<file path="src/rtl/clk_stop_pkg.sv">
package clk_stop_pkg;

  typedef enum logic {
    GRP_CPU = 1'b0,
    GRP_PCI = 1'b1
  } clk_group_e;

  // number of synchronizer flops in front of the gate decision
  function automatic int sync_depth(clk_group_e g);
    return (g == GRP_CPU) ? 2 : 1;
  endfunction

  // pulses guaranteed after a restart before a new stop is obeyed
  function automatic int min_run(clk_group_e g);
    return (g == GRP_CPU) ? 100 : 10;
  endfunction

  // counter width able to hold 0..limit
  function automatic int cnt_width(int limit);
    return $clog2(limit + 1);
  endfunction

endpackage

</file>
<file path="src/rtl/stop_sync.sv">
module stop_sync #(
  parameter int DEPTH = 2
) (
  input  logic clk,
  input  logic rst_n,
  input  logic async_n,
  output logic sync_n
);
  logic [DEPTH-1:0] stage;

  always_ff @(posedge clk or negedge rst_n) begin
    if (!rst_n) begin
      stage <= '1;
    end else begin
      stage[0] <= async_n;
      for (int k = 1; k < DEPTH; k++) stage[k] <= stage[k-1];
    end
  end

  assign sync_n = stage[DEPTH-1];
endmodule

</file>
<file path="src/rtl/run_window.sv">
module run_window #(
  parameter int MIN_RUN = 100,
  parameter int CW      = 7
) (
  input  logic clk,
  input  logic rst_n,
  input  logic stop_req,
  output logic run_next,
  output logic gate_on,
  output logic min_met
);
  localparam logic [CW-1:0] MIN_V = CW'(MIN_RUN);

  logic [CW-1:0] pulse_cnt;

  // counts pulses delivered since the gate last opened, saturating
  always_ff @(posedge clk or negedge rst_n) begin
    if (!rst_n)            pulse_cnt <= MIN_V;
    else if (!gate_on)     pulse_cnt <= '0;
    else if (!min_met)     pulse_cnt <= pulse_cnt + 1'b1;
  end

  assign min_met  = (pulse_cnt >= MIN_V);
  assign run_next = !stop_req || (gate_on && !min_met);

  // group state changes only on the falling edge, i.e. in the low phase
  always_ff @(negedge clk or negedge rst_n) begin
    if (!rst_n) gate_on <= 1'b1;
    else        gate_on <= run_next;
  end

  assert_min_run_R5: assert property (@(posedge clk) disable iff (!rst_n)
    $fell(gate_on) |-> min_met)
    else $error("group stopped before minimum run");
endmodule

</file>
<file path="src/rtl/gate_cell.sv">
module gate_cell #(
  parameter bit FREE = 1'b0
) (
  input  logic clk,
  input  logic rst_n,
  input  logic cfg_en,
  input  logic run_next,
  output logic clk_out
);
  logic en_q;

  always_ff @(negedge clk or negedge rst_n) begin
    if (!rst_n) en_q <= 1'b0;
    else        en_q <= cfg_en & (FREE | run_next);
  end

  assign clk_out = clk & en_q;

  assert_disabled_low_R7: assert property (@(negedge clk) disable iff (!rst_n)
    ($past(rst_n) && !$past(cfg_en)) |-> !en_q)
    else $error("disabled output still enabled");

  if (FREE) begin : g_free_chk
    assert_free_runs_R8: assert property (@(negedge clk) disable iff (!rst_n)
      ($past(rst_n) && $past(cfg_en)) |-> en_q)
      else $error("free-running output was gated");
  end
endmodule

</file>
<file path="src/rtl/clk_stop_gate.sv">
module clk_stop_gate
  import clk_stop_pkg::*;
#(
  parameter int              N_OUT     = 4,
  parameter clk_group_e      GROUP     = GRP_CPU,
  parameter logic [N_OUT-1:0] FREE_MASK = '0
) (
  input  logic             clk_src,
  input  logic             rst_n,
  input  logic             stop_n,
  input  logic             mobile_sel,
  input  logic [N_OUT-1:0] out_en,
  output logic [N_OUT-1:0] clk_out
);
  localparam int SYNC_N  = sync_depth(GROUP);
  localparam int MIN_RUN = min_run(GROUP);
  localparam int CW      = cnt_width(MIN_RUN);

  logic stop_n_sync;
  logic stop_req;
  logic run_next;
  logic gate_on;
  logic min_met;

  stop_sync #(.DEPTH(SYNC_N)) u_sync (
    .clk     (clk_src),
    .rst_n   (rst_n),
    .async_n (stop_n),
    .sync_n  (stop_n_sync)
  );

  assign stop_req = mobile_sel & ~stop_n_sync;

  run_window #(.MIN_RUN(MIN_RUN), .CW(CW)) u_win (
    .clk      (clk_src),
    .rst_n    (rst_n),
    .stop_req (stop_req),
    .run_next (run_next),
    .gate_on  (gate_on),
    .min_met  (min_met)
  );

  for (genvar g = 0; g < N_OUT; g++) begin : g_cell
    gate_cell #(.FREE(FREE_MASK[g])) u_cell (
      .clk      (clk_src),
      .rst_n    (rst_n),
      .cfg_en   (out_en[g]),
      .run_next (run_next),
      .clk_out  (clk_out[g])
    );
  end

  assert_off_needs_request_R2: assert property (@(negedge clk_src) disable iff (!rst_n)
    ($past(rst_n) && !gate_on) |-> $past(stop_req))
    else $error("group off without stop request");

  assert_desktop_runs_R6: assert property (@(negedge clk_src) disable iff (!rst_n)
    ($past(rst_n) && !$past(mobile_sel)) |-> gate_on)
    else $error("group stopped with mobile mode off");
endmodule

</file>
<file path="config.mk">
export PLATFORM = sky130hd
export DESIGN_NAME = clk_stop_gate
export DESIGN_NICKNAME = d
export VERILOG_FILES = /design/src/rtl/clk_stop_pkg.sv /design/src/rtl/stop_sync.sv /design/src/rtl/run_window.sv /design/src/rtl/gate_cell.sv /design/src/rtl/clk_stop_gate.sv
export SDC_FILE = /design/constraint.sdc
export NUM_CORES = 1
export LEC_CHECK = 0
export ABC_AREA = 1
export BUFFER_PORTS_ARGS = -buffer_cell sky130_fd_sc_hd__buf_2
export CORE_ASPECT_RATIO = 1.4
export CORE_MARGIN = 4
export CORE_UTILIZATION = 25
export DETAILED_ROUTE_END_ITERATION = 8
export GPL_TIMING_DRIVEN = 0
export PLACE_DENSITY = 0.51
export REMOVE_ABC_BUFFERS = 1
export SKIP_LAST_GASP = 1
export SYNTH_ARGS = -nofsm -noshare
export SYNTH_HDL_FRONTEND = slang
export SYNTH_SLANG_ARGS = --single-unit
</file>
<file path="constraint.sdc">
create_clock -name clk_src -period 1.5 [get_ports clk_src]
set_input_delay 0.15 -clock clk_src [delete_from_list [all_inputs] [get_ports clk_src]]
set_output_delay 0.15 -clock clk_src [all_outputs]
set_load 0.01 [all_outputs]
</file>
==> qor.txt, run 1 <==
=====================================================================================
RSZ-0062 raised after global routing                                             true
Run status                                                               finished, violations left
HP Class                                                                 input pin to asynchronous set/reset pin
Clock-pin slew of the registers on the worst-case setup and hold paths        0.05 ns
Via total after detailed routing                                                  639
Final total negative setup slack                                             -4.59 ns
Largest delay contributor family on the critical path                      flip-flops
Initial antenna violation count                                                     0
Area growth from synthesis to layout                                            43.6%
R2r startpoint                                                           u_win.gate_on$_DFF_NN1_
Worst clock skew on the final layout                                        0.0776 ns
Routed len/inst                                                               9.59 um
Final Net Count                                                                   125
Number of cells on the worst reg-to-reg path                                        4
Final setup margin                                                          -0.365 ns
Avg Vias per Cell                                                                4.20
Count of buffers from port buffering                                               11
Drt first-iter violations                                                          13
Worst Max-Slew Pin Slew                                                      0.532 ns
IR Drop Worst-Case VDD                                                         944 uV
Total I/O pin count                                                                12
Initial standard-cell utilization of the core                                   26.0%
Die ar.                                                                    3910 sq um
Required time of the worst setup path                                         1.35 ns
Kind of start point of the critical path                                     register
Netlist Area Pre-Place                                                      741 sq um
Final antenna diode count                                                           0
Violated checks                                                          setup timing
Type of destination of the critical path                                  output port
Part of the Yosys area used for sequential elements                             48.3%
Gr ovfl total                                                                       0
Final Max Slew Viols                                                                0
DP HPWL                                                                        937 um
Total of endpoints with negative setup slack in the final report                   20
Vert. Die Dim                                                                 72.4 um
Overall Power                                                                 1.21 mW
DR pass1 iterations                                                                 4
Total global-route track usage                                                  9.21%
Cell leakage power                                                           0.557 nW
Number of placement rows                                                           23
Worst Path Class, Setup                                                  register to output port
Post-Syn Area per Cell                                                     8.32 sq um
Clock network latency to the later pin of the worst-skew pair                 0.42 ns
Total Wirelength                                                              1460 um
Data arrival time of the critical path                                        1.72 ns
Largest incremental delay on the critical path                                0.39 ns
Maximum Capacitance Violations                                                      0
Global-route wire length before repair                                        2520 um
Number of synthesized register bits                                                14
Reg2reg setup slack                                                          -0.28 ns
Final GP Congestion                                                             0.855
Remaining routing DRC violations                                                    0
Biggest fanout along the worst timing path                                          1
Synthesis warning total                                                             0
Overall die width                                                             54.0 um
Critical path's slowest cell                                             sky130_fd_sc_hd__dfrtn_1
Cell Chain, Critical Path                                                nand2_1 > inv_1 > buf_2
Antenna viol nets, final                                                            0
Maximum number of pins on one net before global-route repair                       15
Total power per unit cell area                                           1130 nW/um^2
Worst Path Buf+Inv                                                                  2
Number of hold violations in the final report                                       0
Layout cells sized above 1                                                      46.1%
Slew margin rel.                                                                64.4%
Destination of the worst register-to-register timing path                u_win.pulse_cnt[0]$_DFFE_PN0P_
Number of library cell types mapped by synthesis                                   20
Vias in the first global route                                                    694
Standard cell core area                                                    2850 sq um
Number of instances in the synthesized netlist                                     89
TritonCTS clock tree                                                              yes
=====================================================================================
-- state kept, by name, indices dropped and copies added, names as in the netlist --
signal / count
u_win.pulse_cnt: 7
u_win.gate_on: 1
g_cell.u_cell.en_q: 4
u_sync.stage: 2
-- layout make-up --
type                    count  area [sq um]
multi-input cells          54           335
repair buffers             18           130
fillers                   280          1790
clock buffers              12           126
well taps                  37          46.3
clock inverters             6          22.5
inverters                  11          43.8
flip-flops and latches     14           359
-- synth_stat cells --
library cell | count | area, sq um
sky130_fd_sc_hd__a21boi_1 | 4 | 30.0
sky130_fd_sc_hd__a21oi_2 | 1 | 8.76
sky130_fd_sc_hd__buf_2 | 1 | 5.00
sky130_fd_sc_hd__buf_4 | 4 | 30.0
sky130_fd_sc_hd__dfrtn_1 | 4 | 100
sky130_fd_sc_hd__dfrtp_1 | 4 | 100
sky130_fd_sc_hd__dfstp_2 | 6 | 158
sky130_fd_sc_hd__ha_1 | 2 | 25.0
sky130_fd_sc_hd__inv_1 | 14 | 52.6
sky130_fd_sc_hd__inv_2 | 2 | 7.51
sky130_fd_sc_hd__nand2_1 | 27 | 101
sky130_fd_sc_hd__nand2_2 | 1 | 6.26
sky130_fd_sc_hd__nand2_4 | 2 | 22.5
sky130_fd_sc_hd__nand3_1 | 6 | 30.0
sky130_fd_sc_hd__nand4_1 | 3 | 18.8
sky130_fd_sc_hd__nor2_1 | 4 | 15.0
sky130_fd_sc_hd__nor2_2 | 1 | 6.26
sky130_fd_sc_hd__nor2_4 | 1 | 11.3
sky130_fd_sc_hd__o21ai_1 | 1 | 5.00
sky130_fd_sc_hd__o21bai_1 | 1 | 7.51
-- how the worst max path moves through the flow --
stage	slack, ns	cells past startpoint	end	from
floorplan	-0.32	5	g_cell[0].u_cell.en_q$_DFF_NN0_	u_win.pulse_cnt[2]$_DFFE_PN1P_
global placement	-0.40	5	g_cell[1].u_cell.en_q$_DFF_NN0_	u_win.pulse_cnt[2]$_DFFE_PN1P_
detailed placement	-0.40	5	g_cell[1].u_cell.en_q$_DFF_NN0_	u_win.pulse_cnt[2]$_DFFE_PN1P_
CTS	-0.38	3	clk_out[1]	g_cell[1].u_cell.en_q$_DFF_NN0_
global route	-0.43	3	clk_out[3]	g_cell[3].u_cell.en_q$_DFF_NN0_
finish	-0.37	3	clk_out[1]	g_cell[1].u_cell.en_q$_DFF_NN0_
-- layer usage --
metal / vias to the layer above / track usage (%) / wire length, um
met3: 10 / 5.13 / 96
met1: 287 / 7.73 / 472
met5: - / 0 / 0
met4: 0 / 11.9 / 114
li1: 319 / - / -
met2: 23 / 12.9 / 773
-- placed cells by master (no fill, tap or decap), types with 2 or more instances in the layout --
cell                            count
sky130_fd_sc_hd__nand2_1           24
sky130_fd_sc_hd__buf_6              3
sky130_fd_sc_hd__inv_1             12
sky130_fd_sc_hd__buf_2             10
sky130_fd_sc_hd__nand4_1            3
sky130_fd_sc_hd__dlygate4sd3_1      2
sky130_fd_sc_hd__dfrtp_1            3
sky130_fd_sc_hd__buf_4              7
sky130_fd_sc_hd__nand2_2            4
sky130_fd_sc_hd__dfrtn_1            4
sky130_fd_sc_hd__dfstp_2            6
sky130_fd_sc_hd__inv_2              3
sky130_fd_sc_hd__clkbuf_8           7
sky130_fd_sc_hd__nand3_1            5
sky130_fd_sc_hd__ha_1               2
sky130_fd_sc_hd__a21boi_2           4
sky130_fd_sc_hd__nor2_1             4
-- kinds of logic after synthesis --
group / Yosys count / synth area share (%)
simple gates: 45 / 28.5
buf+inv: 21 / 12.8
flops: 14 / 48.3
compound gates: 7 / 6.93
fa+ha+maj: 2 / 3.38
-- where the power goes --
group,total [mW],switching [mW],internal (mW)
registers,0.392,0.00228,0.390
clock network,0.786,0.286,0.500
logic,0.0282,0.0134,0.0148
-- through the flow --
step / cells / instance area [sq um] / util [%] / hold slack (ns) / worst slack [ns]
global route: 152 / 1060 / 37.3 / 0.246 / -0.428
finish: 152 / 1060 / 37.3 / 0.217 / -0.365
floorplan: 84 / 706 / - / -0.146 / -0.320
CTS: 150 / 1010 / 35.6 / 0.224 / -0.385
global placement: 132 / 807 / 28.3 / 0.0549 / -0.396
detailed placement: 132 / 807 / 28.3 / 0.0565 / -0.398
-- repair_timing --
| item | in CTS | in global routing |
|---|---|---|
| hold endpoints to repair | 10 | 0 |
| endpoints found under the setup margin | 20 | 20 |
| buffers inserted | 7 | 2 |
| resized for setup | 7 | 11 |
| pin swaps | 9 | 6 |
| hold buffers | 2 | 0 |
(Power assumes the default switching activity.)
==> run 2: changes to the inputs <==
--- a/config.mk
+++ b/config.mk
@@ -5,8 +5,7 @@
 export SDC_FILE = /design/constraint.sdc
 export NUM_CORES = 1
 export LEC_CHECK = 0
-export ABC_AREA = 1
-export BUFFER_PORTS_ARGS = -buffer_cell sky130_fd_sc_hd__buf_2
+export BUFFER_PORTS_ARGS = -buffer_cell sky130_fd_sc_hd__clkbuf_2
 export CORE_ASPECT_RATIO = 1.4
 export CORE_MARGIN = 4
 export CORE_UTILIZATION = 25
==> run 2 against run 1 <==
  * The flow still finishes with violations (setup timing)
  * Largest power group is now registers
  * First-iteration DRC count shrank 85%
  * Clock skew fell by 0.012 ns
  * Count of clock-buffer cells in the layout stayed put
  * Global-route usage up 1.9 points
  * Highest routed layer unchanged
  * Core utilization shrank 0.10 points
  * Critical path depth is the same
  * Largest cell class unchanged
  * Synthesized cell count is 29% lower
==> qor.txt, run 2 <==
==========================================================================================
Routed len/inst                                                                    11.3 um
Total Wirelength                                                                   1410 um
Leading cell type by number of instances after synthesis                      sky130_fd_sc_hd__nand2_1
Total of endpoints with negative setup slack in the final report                        20
Internal power                                                                     1.20 mW
Area share of the leading cell type in the synthesized netlist                       23.2%
IR Drop Worst-Case VDD                                                              759 uV
DR pass1 iterations                                                                      3
Total I/O pin count                                                                     12
Most used cells in the layout excluding fill and tap cells                    sky130_fd_sc_hd__clkbuf_4, sky130_fd_sc_hd__clkbuf_2, sky130_fd_sc_hd__buf_4
Fraction of synthesized area in multiplexers                                         4.43%
Layout cells sized above 1                                                           50.6%
Via total after detailed routing                                                       520
Switching part of the total power                                                    34.5%
TritonCTS clock tree                                                                   yes
Number of placed cells counting well taps                                              105
Violated checks                                                               setup timing
Complex-gate fraction of the synthesized area                                        9.23%
Data arrival time of the critical path                                             1.51 ns
RSZ-0062 raised after global routing                                                  true
R2r startpoint                                                                u_win.pulse_cnt[6]$_DFFE_PN1P_
Clock network fraction of design power                                               33.3%
Count of buffers from port buffering                                                    11
Gr ovfl total                                                                            0
Type of destination of the critical path                                          register
Main flop type after synthesis                                                sky130_fd_sc_hd__dfstp_2
Number of synthesized register bits                                                     14
Clock network latency to the later pin of the worst-skew pair                      0.44 ns
Top cells by count, synth                                                     sky130_fd_sc_hd__nand2_1, sky130_fd_sc_hd__dfstp_2, sky130_fd_sc_hd__inv_1
Global-route wire length before repair                                             2720 um
Net switching power figure                                                          631 uW
Standard cell core area                                                         2620 sq um
Count of flip-flops with a built-in enable after synthesis                               0
Post-synthesis simple-gate area fraction                                             20.3%
Die ar.                                                                         3620 sq um
Worst clock skew on the final layout                                             0.0656 ns
Final Net Count                                                                         99
Number of instances in the synthesized netlist                                          63
Final total negative setup slack                                                  -5.54 ns
Total power per unit cell area                                                1880 nW/um^2
Number of placement rows                                                                22
Synthesis warning total                                                                  0
Kind of start point of the critical path                                          register
Maximum number of pins on one net before global-route repair                            15
Maximum Capacitance Violations                                                           0
Final GP Congestion                                                                  0.742
Initial standard-cell utilization of the core                                        25.9%
Top cell type by total area after synthesis                                   sky130_fd_sc_hd__dfstp_2
Gate power share                                                                     32.7%
Number of library cell types mapped by synthesis                                        21
Flop pwr share                                                                       33.9%
Initial antenna violation count                                                          0
Overall die width                                                                  52.0 um
Final setup margin                                                               -0.501 ns
Share of synthesized cell area in full adder, half adder and majority cells          3.69%
Remaining routing DRC violations                                                         0
Antenna viol nets, final                                                                 0
Final Max Slew Viols                                                                     0
Run status                                                                    finished, violations left
Filler-free cell count of the finished design                                          125
Required time of the worst setup path                                              1.01 ns
Worst Path Class, Setup                                                       register to register
Area growth from synthesis to layout                                                 43.5%
Avg Vias per Cell                                                                     4.16
Number of hold violations in the final report                                            0
Reg with most FFs                                                             u_win.pulse_cnt
Drt first-iter violations                                                                2
Top cells by area in the synthesized netlist                                  sky130_fd_sc_hd__dfstp_2, sky130_fd_sc_hd__dfrtn_1, sky130_fd_sc_hd__dfrtp_1, sky130_fd_sc_hd__and2_1, sky130_fd_sc_hd__mux2i_1
DP HPWL                                                                             822 um
Dominant combinational cell family by area after synthesis                    simple AND/OR/NAND/NOR gates
Critical path launch point                                                    u_win.pulse_cnt[6]$_DFFE_PN1P_
Clock-pin slew of the registers on the worst-case setup and hold paths             0.10 ns
Biggest fanout along the worst timing path                                               5
Largest registers in the final layout                                         u_win.pulse_cnt (7), g_cell.u_cell.en_q (4), u_sync.stage (2)
Total global-route track usage                                                       11.1%
Worst Max-Slew Pin Slew                                                           0.352 ns
Asr flop ratio synth                                                                  100%
Slew margin rel.                                                                     76.5%
Final antenna diode count                                                                0
Xor and xnor area share after synthesis                                              1.29%
HP Class                                                                      input pin to asynchronous set/reset pin
Post-Syn Area per Cell                                                          10.8 sq um
Netlist Area Pre-Place                                                           678 sq um
Vert. Die Dim                                                                      69.6 um
Part of the Yosys area used for sequential elements                                  52.8%
Cell leakage power                                                                0.484 nW
Number of flip-flops under the largest register name                                     7
Vias in the first global route                                                         661
==========================================================================================
run 2: cell count changes in the layout (fill, tap and decap cells not counted), sizes merged, moves of 5 or more:
cell / delta
nor2: -6
inv: -10
nand2: -22
buf: -7
clkbuf: +7
and2: +5
run 2: final timing paths:
check | end | slack, ns | depth (start not counted)
hold / removal | u_win.pulse_cnt[4]$_DFFE_PN0P_ | 0.20 | 2
hold reg to reg | u_sync.stage[1]$_DFF_PN1_ | 0.36 | 0
setup reg to reg | g_cell[2].u_cell.en_q$_DFF_NN0_ | -0.50 | 3
min in group clk_src | u_sync.stage[1]$_DFF_PN1_ | 0.36 | 0
max in group asynchronous | u_win.gate_on$_DFF_NN1_ | 0.30 | 2
setup / recovery | g_cell[2].u_cell.en_q$_DFF_NN0_ | -0.50 | 3
run 2: per-stage QoR:
stage	setup slack [ns]	hold slack [ns]	utilization [%]	instance area, sq um	power (mW)
finish	-0.501	0.196	37.2	973	1.83
global route	-0.586	0.196	37.2	973	2.01
CTS	-0.578	0.212	35.4	925	1.72
detailed placement	-0.728	0.0821	28.5	744	1.12
global placement	-0.708	0.0744	28.5	744	1.10
floorplan	-0.536	-0.146	-	644	0.985
run 2: cell families after synthesis:
family / after synthesis
compound gates: 7
xor+xnor: 1
fa+ha+maj: 2
buf+inv: 11
flops: 14
mux: 3
simple gates: 25
run 2: critical path, stage by stage (launching register included):
cell                       delay, ns
sky130_fd_sc_hd__dfstp_2        0.57
sky130_fd_sc_hd__o311ai_4       0.14
sky130_fd_sc_hd__a21oi_4        0.22
sky130_fd_sc_hd__and2b_1        0.20
run 2: power by group through the flow:
stage / sequential, mW / clock, mW / combinational [mW]
2_1_floorplan: 0.631 / 0.0841 / 0.270
3_3_place_gp: 0.657 / 0.132 / 0.310
3_5_place_dp: 0.663 / 0.132 / 0.327
4_1_cts: 0.616 / 0.587 / 0.518
5_1_grt: 0.641 / 0.700 / 0.673
6_report: 0.621 / 0.610 / 0.599
run 2: area by class of cell:
cell class	instances	area, sq um
Clock buffer	12	88.8
Clock inverter	2	7.51
Fill cell	272	1640
Inverter	5	18.8
Multi-Input combinational cell	38	315
Sequential cell	14	359
Tap cell	36	45.0
Timing Repair Buffer	18	139
run 2: what timing repair did:
| item | 4_1_cts | 5_1_grt |
|---|---|---|
| gates cloned | 0 | 0 |
| endpoints found under the setup margin | 20 | 20 |
| hold buffers | 2 | 0 |
| pin swaps | 6 | 2 |
| setup buffers | 8 | 1 |
| resized for setup | 11 | 14 |
| hold endpoints to repair | 10 | 0 |
run 2: metal layers:
metal / global-route usage [%] / wire [um] / up-vias
li1: - / - / 248
met1: 9.77 / 516 / 251
met2: 13.8 / 758 / 14
met3: 7.74 / 71 / 7
met4: 14.6 / 67 / 0
met5: 0 / 0 / -
